--- src/rtl/flash_cmd_pkg.sv ---
package flash_cmd_pkg;

  typedef enum logic [2:0] {
    MODE_READ      = 3'd0,
    MODE_PROG      = 3'd1,
    MODE_ERASE     = 3'd2,
    MODE_SUSP      = 3'd3,
    MODE_SUSP_PROG = 3'd4,
    MODE_PROT_BUSY = 3'd5
  } modeE;

  // Strobes from control to datapath, valid for one cycle
  typedef struct packed {
    logic latchProg;
    logic latchErase;
    logic eraseChip;
    logic startBusy;
  } ctlStrobeS;

  localparam logic [7:0] CMD_UNLOCK1 = 8'hAA;
  localparam logic [7:0] CMD_UNLOCK2 = 8'h55;
  localparam logic [7:0] CMD_PROGRAM = 8'hA0;
  localparam logic [7:0] CMD_ESETUP  = 8'h80;
  localparam logic [7:0] CMD_CHIP    = 8'h10;
  localparam logic [7:0] CMD_SECTOR  = 8'h30;
  localparam logic [7:0] CMD_SUSPEND = 8'hB0;
  localparam logic [7:0] CMD_RESUME  = 8'h30;

  localparam int UNLOCK_W = 11;
  localparam logic [UNLOCK_W-1:0] UNLOCK_ADDR_A = 11'h555;
  localparam logic [UNLOCK_W-1:0] UNLOCK_ADDR_B = 11'h2AA;

endpackage

--- src/rtl/flash_cmd_dp.sv ---
module flash_cmd_dp
  import flash_cmd_pkg::*;
#(
  parameter int ADDR_W   = 18,
  parameter int DATA_W   = 8,
  parameter int SECT_W   = 3,
  parameter int BUSY_CYC = 8,
  localparam int NUM_SECT = 1 << SECT_W,
  localparam int CNT_W    = $clog2(BUSY_CYC + 1)
) (
  input  logic                clk,
  input  logic                rstN,
  input  logic [ADDR_W-1:0]   busAddr,
  input  logic [DATA_W-1:0]   busData,
  input  logic                weN,
  input  logic [NUM_SECT-1:0] protMask,
  input  ctlStrobeS           strobe,
  output logic                wrStb,
  output logic [7:0]          cmdByte,
  output logic                atAddrA,
  output logic                atAddrB,
  output logic                sectFree,
  output logic                anyFree,
  output logic                busyDone,
  output logic [ADDR_W-1:0]   progAddr,
  output logic [DATA_W-1:0]   progData,
  output logic [NUM_SECT-1:0] eraseMask
);

  logic                weD;
  logic                fallEv, riseEv;
  logic [ADDR_W-1:0]   wrAddr;
  logic [DATA_W-1:0]   wrData;
  logic [SECT_W-1:0]   wrSect;
  logic [NUM_SECT-1:0] sectHit;
  logic [CNT_W-1:0]    busyCnt;

  assign fallEv = weD & ~weN;
  assign riseEv = ~weD & weN;

  // Address captured on the falling strobe edge, data on the rising one
  always_ff @(posedge clk) begin
    if (!rstN) begin
      weD    <= 1'b1;
      wrAddr <= '0;
      wrData <= '0;
      wrStb  <= 1'b0;
    end else begin
      weD   <= weN;
      wrStb <= riseEv;
      if (fallEv) wrAddr <= busAddr;
      if (riseEv) wrData <= busData;
    end
  end

  assign cmdByte = wrData[7:0];
  assign atAddrA = (wrAddr[UNLOCK_W-1:0] == UNLOCK_ADDR_A);
  assign atAddrB = (wrAddr[UNLOCK_W-1:0] == UNLOCK_ADDR_B);
  assign wrSect  = wrAddr[ADDR_W-1 -: SECT_W];

  for (genvar g = 0; g < NUM_SECT; g++) begin : g_sect
    assign sectHit[g] = (wrSect == SECT_W'(g));
  end

  assign sectFree = |(sectHit & ~protMask);
  assign anyFree  = |(~protMask);

  always_ff @(posedge clk) begin
    if (!rstN) begin
      progAddr  <= '0;
      progData  <= '0;
      eraseMask <= '0;
    end else begin
      if (strobe.latchProg) begin
        progAddr <= wrAddr;
        progData <= wrData;
      end
      if (strobe.latchErase)
        eraseMask <= strobe.eraseChip ? ~protMask : (sectHit & ~protMask);
    end
  end

  // Protect-busy interval timer
  always_ff @(posedge clk) begin
    if (!rstN)                 busyCnt <= '0;
    else if (strobe.startBusy) busyCnt <= CNT_W'(BUSY_CYC - 1);
    else if (busyCnt != '0)    busyCnt <= busyCnt - 1'b1;
  end

  assign busyDone = (busyCnt == '0);

endmodule

--- src/rtl/flash_cmd_ctl.sv ---
module flash_cmd_ctl
  import flash_cmd_pkg::*;
(
  input  logic      clk,
  input  logic      rstN,
  input  logic      wrStb,
  input  logic [7:0] cmdByte,
  input  logic      atAddrA,
  input  logic      atAddrB,
  input  logic      sectFree,
  input  logic      anyFree,
  input  logic      busyDone,
  input  logic      engDone,
  output ctlStrobeS strobe,
  output logic      progStart,
  output logic      eraseStart,
  output logic      suspendReq,
  output logic      resumeReq,
  output modeE      modeQ
);

  typedef enum logic [2:0] {
    ST_IDLE, ST_U1, ST_U2, ST_ARM, ST_E1, ST_E2, ST_E3
  } stepE;

  stepE stepQ, stepN;
  modeE modeN, retQ, retN;
  logic progN, eraseN, suspN, resN;

  always_comb begin
    modeN  = modeQ;
    stepN  = stepQ;
    retN   = retQ;
    strobe = '0;
    progN  = 1'b0;
    eraseN = 1'b0;
    suspN  = 1'b0;
    resN   = 1'b0;
    case (modeQ)
      MODE_PROT_BUSY: begin
        stepN = ST_IDLE;
        if (busyDone) modeN = retQ;
      end
      MODE_PROG: begin
        stepN = ST_IDLE;
        if (engDone) modeN = MODE_READ;
      end
      MODE_SUSP_PROG: begin
        stepN = ST_IDLE;
        if (engDone) modeN = MODE_SUSP;
      end
      MODE_ERASE: begin
        stepN = ST_IDLE;
        // completion takes priority over a same-cycle suspend
        if (engDone) modeN = MODE_READ;
        else if (wrStb && cmdByte == CMD_SUSPEND) begin
          modeN = MODE_SUSP;
          suspN = 1'b1;
        end
      end
      default: begin
        if (wrStb) begin
          stepN = ST_IDLE;
          case (stepQ)
            ST_IDLE: begin
              if (atAddrA && cmdByte == CMD_UNLOCK1) stepN = ST_U1;
              else if (modeQ == MODE_SUSP && cmdByte == CMD_RESUME) begin
                modeN = MODE_ERASE;
                resN  = 1'b1;
              end
            end
            ST_U1: if (atAddrB && cmdByte == CMD_UNLOCK2) stepN = ST_U2;
            ST_U2: begin
              if (atAddrA && cmdByte == CMD_PROGRAM) stepN = ST_ARM;
              else if (atAddrA && cmdByte == CMD_ESETUP && modeQ == MODE_READ)
                stepN = ST_E1;
            end
            ST_ARM: begin
              if (sectFree) begin
                strobe.latchProg = 1'b1;
                progN = 1'b1;
                modeN = (modeQ == MODE_READ) ? MODE_PROG : MODE_SUSP_PROG;
              end else begin
                strobe.startBusy = 1'b1;
                retN  = modeQ;
                modeN = MODE_PROT_BUSY;
              end
            end
            ST_E1: if (atAddrA && cmdByte == CMD_UNLOCK1) stepN = ST_E2;
            ST_E2: if (atAddrB && cmdByte == CMD_UNLOCK2) stepN = ST_E3;
            ST_E3: begin
              if ((atAddrA && cmdByte == CMD_CHIP) || cmdByte == CMD_SECTOR) begin
                if ((cmdByte == CMD_CHIP) ? anyFree : sectFree) begin
                  strobe.latchErase = 1'b1;
                  strobe.eraseChip  = (cmdByte == CMD_CHIP);
                  eraseN = 1'b1;
                  modeN  = MODE_ERASE;
                end else begin
                  strobe.startBusy = 1'b1;
                  retN  = modeQ;
                  modeN = MODE_PROT_BUSY;
                end
              end
            end
            default: stepN = ST_IDLE;
          endcase
        end
      end
    endcase
  end

  always_ff @(posedge clk) begin
    if (!rstN) begin
      modeQ      <= MODE_READ;
      stepQ      <= ST_IDLE;
      retQ       <= MODE_READ;
      progStart  <= 1'b0;
      eraseStart <= 1'b0;
      suspendReq <= 1'b0;
      resumeReq  <= 1'b0;
    end else begin
      modeQ      <= modeN;
      stepQ      <= stepN;
      retQ       <= retN;
      progStart  <= progN;
      eraseStart <= eraseN;
      suspendReq <= suspN;
      resumeReq  <= resN;
    end
  end

endmodule

--- src/rtl/flash_cmd_decoder.sv ---
module flash_cmd_decoder
  import flash_cmd_pkg::*;
#(
  parameter int ADDR_W   = 18,
  parameter int DATA_W   = 8,
  parameter int SECT_W   = 3,
  parameter int BUSY_CYC = 8,
  localparam int NUM_SECT = 1 << SECT_W
) (
  input  logic                clk,
  input  logic                rstN,
  input  logic [ADDR_W-1:0]   busAddr,
  input  logic [DATA_W-1:0]   busData,
  input  logic                weN,
  input  logic [NUM_SECT-1:0] protMask,
  input  logic                engDone,
  output logic                progStart,
  output logic                eraseStart,
  output logic                suspendReq,
  output logic                resumeReq,
  output logic [ADDR_W-1:0]   progAddr,
  output logic [DATA_W-1:0]   progData,
  output logic [NUM_SECT-1:0] eraseMask,
  output logic [2:0]          mode
);

  ctlStrobeS  strobe;
  logic       wrStb, atAddrA, atAddrB, sectFree, anyFree, busyDone;
  logic [7:0] cmdByte;
  modeE       modeQ;

  flash_cmd_dp #(
    .ADDR_W(ADDR_W), .DATA_W(DATA_W), .SECT_W(SECT_W), .BUSY_CYC(BUSY_CYC)
  ) u_dp (
    .clk(clk), .rstN(rstN), .busAddr(busAddr), .busData(busData), .weN(weN),
    .protMask(protMask), .strobe(strobe), .wrStb(wrStb), .cmdByte(cmdByte),
    .atAddrA(atAddrA), .atAddrB(atAddrB), .sectFree(sectFree), .anyFree(anyFree),
    .busyDone(busyDone), .progAddr(progAddr), .progData(progData),
    .eraseMask(eraseMask)
  );

  flash_cmd_ctl u_ctl (
    .clk(clk), .rstN(rstN), .wrStb(wrStb), .cmdByte(cmdByte),
    .atAddrA(atAddrA), .atAddrB(atAddrB), .sectFree(sectFree), .anyFree(anyFree),
    .busyDone(busyDone), .engDone(engDone), .strobe(strobe),
    .progStart(progStart), .eraseStart(eraseStart), .suspendReq(suspendReq),
    .resumeReq(resumeReq), .modeQ(modeQ)
  );

  assign mode = modeQ;

endmodule

--- config.mk ---
export PLATFORM = sky130hd
export DESIGN_NAME = flash_cmd_decoder
export DESIGN_NICKNAME = d
export VERILOG_FILES = /design/src/rtl/flash_cmd_pkg.sv /design/src/rtl/flash_cmd_dp.sv /design/src/rtl/flash_cmd_ctl.sv /design/src/rtl/flash_cmd_decoder.sv
export SDC_FILE = /design/constraint.sdc
export NUM_CORES = 1
export LEC_CHECK = 0
export BUFFER_PORTS_ARGS = -buffer_cell sky130_fd_sc_hd__buf_2
export CORE_ASPECT_RATIO = 2
export CORE_MARGIN = 3
export CORE_UTILIZATION = 35
export DETAILED_ROUTE_END_ITERATION = 7
export GPL_ROUTABILITY_DRIVEN = 1
export HOLD_SLACK_MARGIN = 0.03
export SYNTH_ARGS = -nofsm -noshare
export SYNTH_HDL_FRONTEND = slang
export SYNTH_SLANG_ARGS = --single-unit
--- constraint.sdc ---
create_clock -name clk -period 4.3 [get_ports clk]
set_input_delay 0.215 -clock clk [delete_from_list [all_inputs] [get_ports clk]]
set_output_delay 0.215 -clock clk [all_outputs]
set_load 0.005 [all_outputs]
==> run summary <==
For the worst vdd rail ir drop, the log shows 0.2724 mV. For the number of nets with antenna violations after detailed routing, the log shows 0. The logs give 1.589 ns for the pre-CTS worst setup slack and 0.4177 mW for the net switching power of the design. Traced cell by cell, the critical path runs through mux4_1, mux2_4, or3_1, nand2_1, a21oi_1. The logs give 44.8% for the share of power burned in the clock network and 367.6 MHz for the highest clock frequency the design can meet. The class of the most critical setup path is reg -> reg. Normalized max-slew margin: 21.67%.

The most used flip-flop cell after synthesis is dfxtp_1. The cell with the biggest individual delay on the critical path is or3_1. The run finished with clean final reports. The tools report the number of global-route vias before repair as 3220. Average vias per placed instance: 5.118. Summed over all layers, the global routing overflow is 0. Once routing completed, OpenROAD measured the worst setup slack at 1.579 ns. The largest stage delay on the critical path is 0.77 ns. The static power due to leakage came out at 1.603 nW. The final count of pins violating max slew came out at 0. Data on the critical path is required at its endpoint by 4.46 ns.

Combinational cells account for 10.4% of the total power. From synthesis to final layout, the design area changed by 22.03%. The mapped netlist covers 3481 µm².

The count of inserted antenna diode cells was 0. Global-route wire length before repair: 15.37 mm. The library cell used most frequently in the layout, excluding fill and tap cells, is nand2_1. At the pin with the least slew margin, the transition time is 1.175 ns.

The warning count from the yosys run was 0. After the first detailed-routing iteration, the DRC count stood at 176. Once the clock tree was built, the resizer swapped 0 gates to a different size. Averaged over all synthesized cells, the footprint is 8.002 µm². Once the clock tree was built, the setup fixing pass inserted 0 buffers. The final hold violation count came out at 0.

The worst setup path is launched from a flop. The share of layout cells above drive strength 1 was 20.83%. Critical path capture point type: a flop.

The path class of the tightest hold or removal check is in -> reg. The total via count in the routed design was 3245; the routed length per placed instance was 15.06 µm. At the end of routability-driven placement, the weighted congestion stood at 0.8131. The area of the die is 11250 µm², and the count of input and output buffers is 78.

Counting flops with an async set or reset pin after synthesis yields a share of 0%. The region available for standard cell placement spans 9509 µm². The tools report the H-tree depth as 3.

The longest clock path from root to sink contains 2 buffers. Of all nets on the critical path, the largest fanout is 27. The internal power consumption is 1.340 mW. Counting every net in the synthesized netlist gives 475. Setup repair after global routing left no endpoint under its margin.

The logs give 79 for the number of clock sinks seen by CTS and 0.1151 ns for the worst hold margin. Number of iterations in the first detailed-routing pass: 4. Dividing the final minimum period by the clock period gives 63.27%.

The clock period minus worst slack is 2.721 ns, and the setup clock skew after layout is 0.006714 ns. Hold repair after CTS inserted 0 buffers. The final net count is 539.

Entering global routing, the biggest net connects 67 pins. From left edge to right edge, the die measures 76.52 µm. The tools report the I/O pin count as 79. Sequential cells burn 44.8% of the power. The total setup violations reported at the end of the flow is 0. The half-perimeter wire length after detailed placement is 6.910 mm, and the chip height is 147.0 µm. The run gives 435 as the number of cells produced by synthesis. The initial utilization of the core area, before any placement, comes to 36.61%. The design draws 1.758 mW. Share of the core filled with cells in the final layout: 44.67%.

The number of rows in the core area came out at 50. Counting flops and latches in the post-synthesis netlist gives 79. Yosys mapped a number of flops with a built-in enable equal to 0. Counting distinct cell types in the post-synthesis netlist gives 47. The logs give 0 ns for the setup total negative slack and 0 for the initial antenna violation count. The library cells used most frequently in the layout, excluding fill and tap cells, are nand2_1, dfxtp_1, buf_2.

The switching portion of total power is 23.76%. The power density relative to cell area is 413.9 nW/µm², and the total routed wirelength is 9.548 mm. The worst path arrival time came out at 2.88 ns. The clock reaches the later pin of the worst-skew pair after 0.33 ns.

In the routed design, unresolved DRC markers number 0. TritonCTS built the clock tree. Of the synthesized area, sequential elements account for 45.43%. The cell sitting at the root of the clock tree is a clkbuf_16.

Clock tree synthesis inserted a total of 9 buffers. Across the run, the number of max-cap violations was 0. In the global route stage, overall resource usage came out at 17.17%. Clock slew seen by the registers of the worst setup and hold paths: 0.06 ns.
[layer usage]
layer	track usage, %	share of wire, %
met5	0	0
met4	8.530	2.1
met3	3.006	4.1
met2	33.16	56
met1	17.20	38
[through the flow]
step                area [µm²]  std cells
finish                    4248        634
global route              4248        634
CTS                       4248        634
detailed placement        3938        618
global placement          3938        618
floorplan                 3481        435
[registers in the layout, indices dropped and copies added, names as in the netlist, 3 cells and up]
register,flops
u_dp.wrAddr,18
u_dp.progData,8
u_dp.eraseMask,8
u_dp.busyCnt,4
u_ctl.retQ,3
u_dp.cmdByte,8
u_ctl.stepQ,3
u_dp.progAddr,18
u_ctl.modeQ,3
[synth_stat cells (2+ instances only)]
master	instances	area share (%)
nand2_1	129	14
dfxtp_1	79	45
a21oi_1	63	9.1
nor2_1	25	2.7
clkbuf_1	22	2.4
mux2i_1	9	2.6
nand4_1	7	1.3
nor3_1	7	1.0
nand2b_1	6	1.1
or3_1	6	1.1
inv_1	5	0.54
nand3_1	5	0.72
nand3b_1	5	1.1
o21ai_0	5	0.72
nor2b_1	4	0.72
nor3b_1	4	0.86
nor4bb_1	4	1.2
xnor2_1	4	1.0
a211o_1	3	0.75
a21oi_2	3	0.75
nor4_1	3	0.54
o211ai_1	3	0.65
o21a_1	3	0.65
buf_1	2	0.22
buf_2	2	0.29
ha_1	2	0.72
mux4_1	2	1.5
nor4b_1	2	0.50
o22a_1	2	0.50
o311ai_0	2	0.50
[kinds of logic (layout without fill, tap and decap cells)]
group           count (synthesis)  after routing  synth area share [%]
compound gates                 94             94                 16.64
fa+ha+maj                       2              2                0.7188
mux                            12             12                 4.529
flops                          79             79                 45.44
xor+xnor                        4              4                 1.006
simple gates                  212            212                 27.93
buf+inv                        32            101                 3.738
[worst max-delay path: cells and delay by family, from the launching register on]
kind,cells,cell delay [ns]
and+or+nand+nor,2,0.97
muxes,2,0.94
DFF,1,0.55
AOI/OAI and AO/OA,1,0.09
[final timing paths]
kind	slack [ns]	end	from	cells after the start
setup / recovery	1.58	u_dp.progAddr[7]$_SDFFE_PN0P_	u_dp.wrAddr[16]$_SDFFE_PN0P_	5
hold / removal	0.12	u_dp.weD$_SDFF_PN1_	weN	2
setup reg to reg	1.58	u_dp.progAddr[7]$_SDFFE_PN0P_	u_dp.wrAddr[16]$_SDFFE_PN0P_	5
hold reg to reg	0.45	u_dp.eraseMask[2]$_SDFFE_PN0P_	u_dp.eraseMask[2]$_SDFFE_PN0P_	2
[power groups by stage]
stage	clock network, mW	registers, mW	logic (mW)
after floorplan	0	0.793	0.139
after global placement	0	0.802	0.174
after detailed placement	0	0.804	0.183
after CTS	0.804	0.788	0.184
after global routing	0.823	0.792	0.204
final	0.787	0.788	0.182
[final cells by class]
class                           count  area, µm²
Tap cell                          130      162.7
Clock buffer                       13      270.3
Clock inverter                      3      40.04
Sequential cell                    79       1582
Multi-Input combinational cell    324       1769
Timing Repair Buffer               80      405.4
Inverter                            5      18.77
Fill cell                        1009       5261
(Power assumes the default switching activity.)
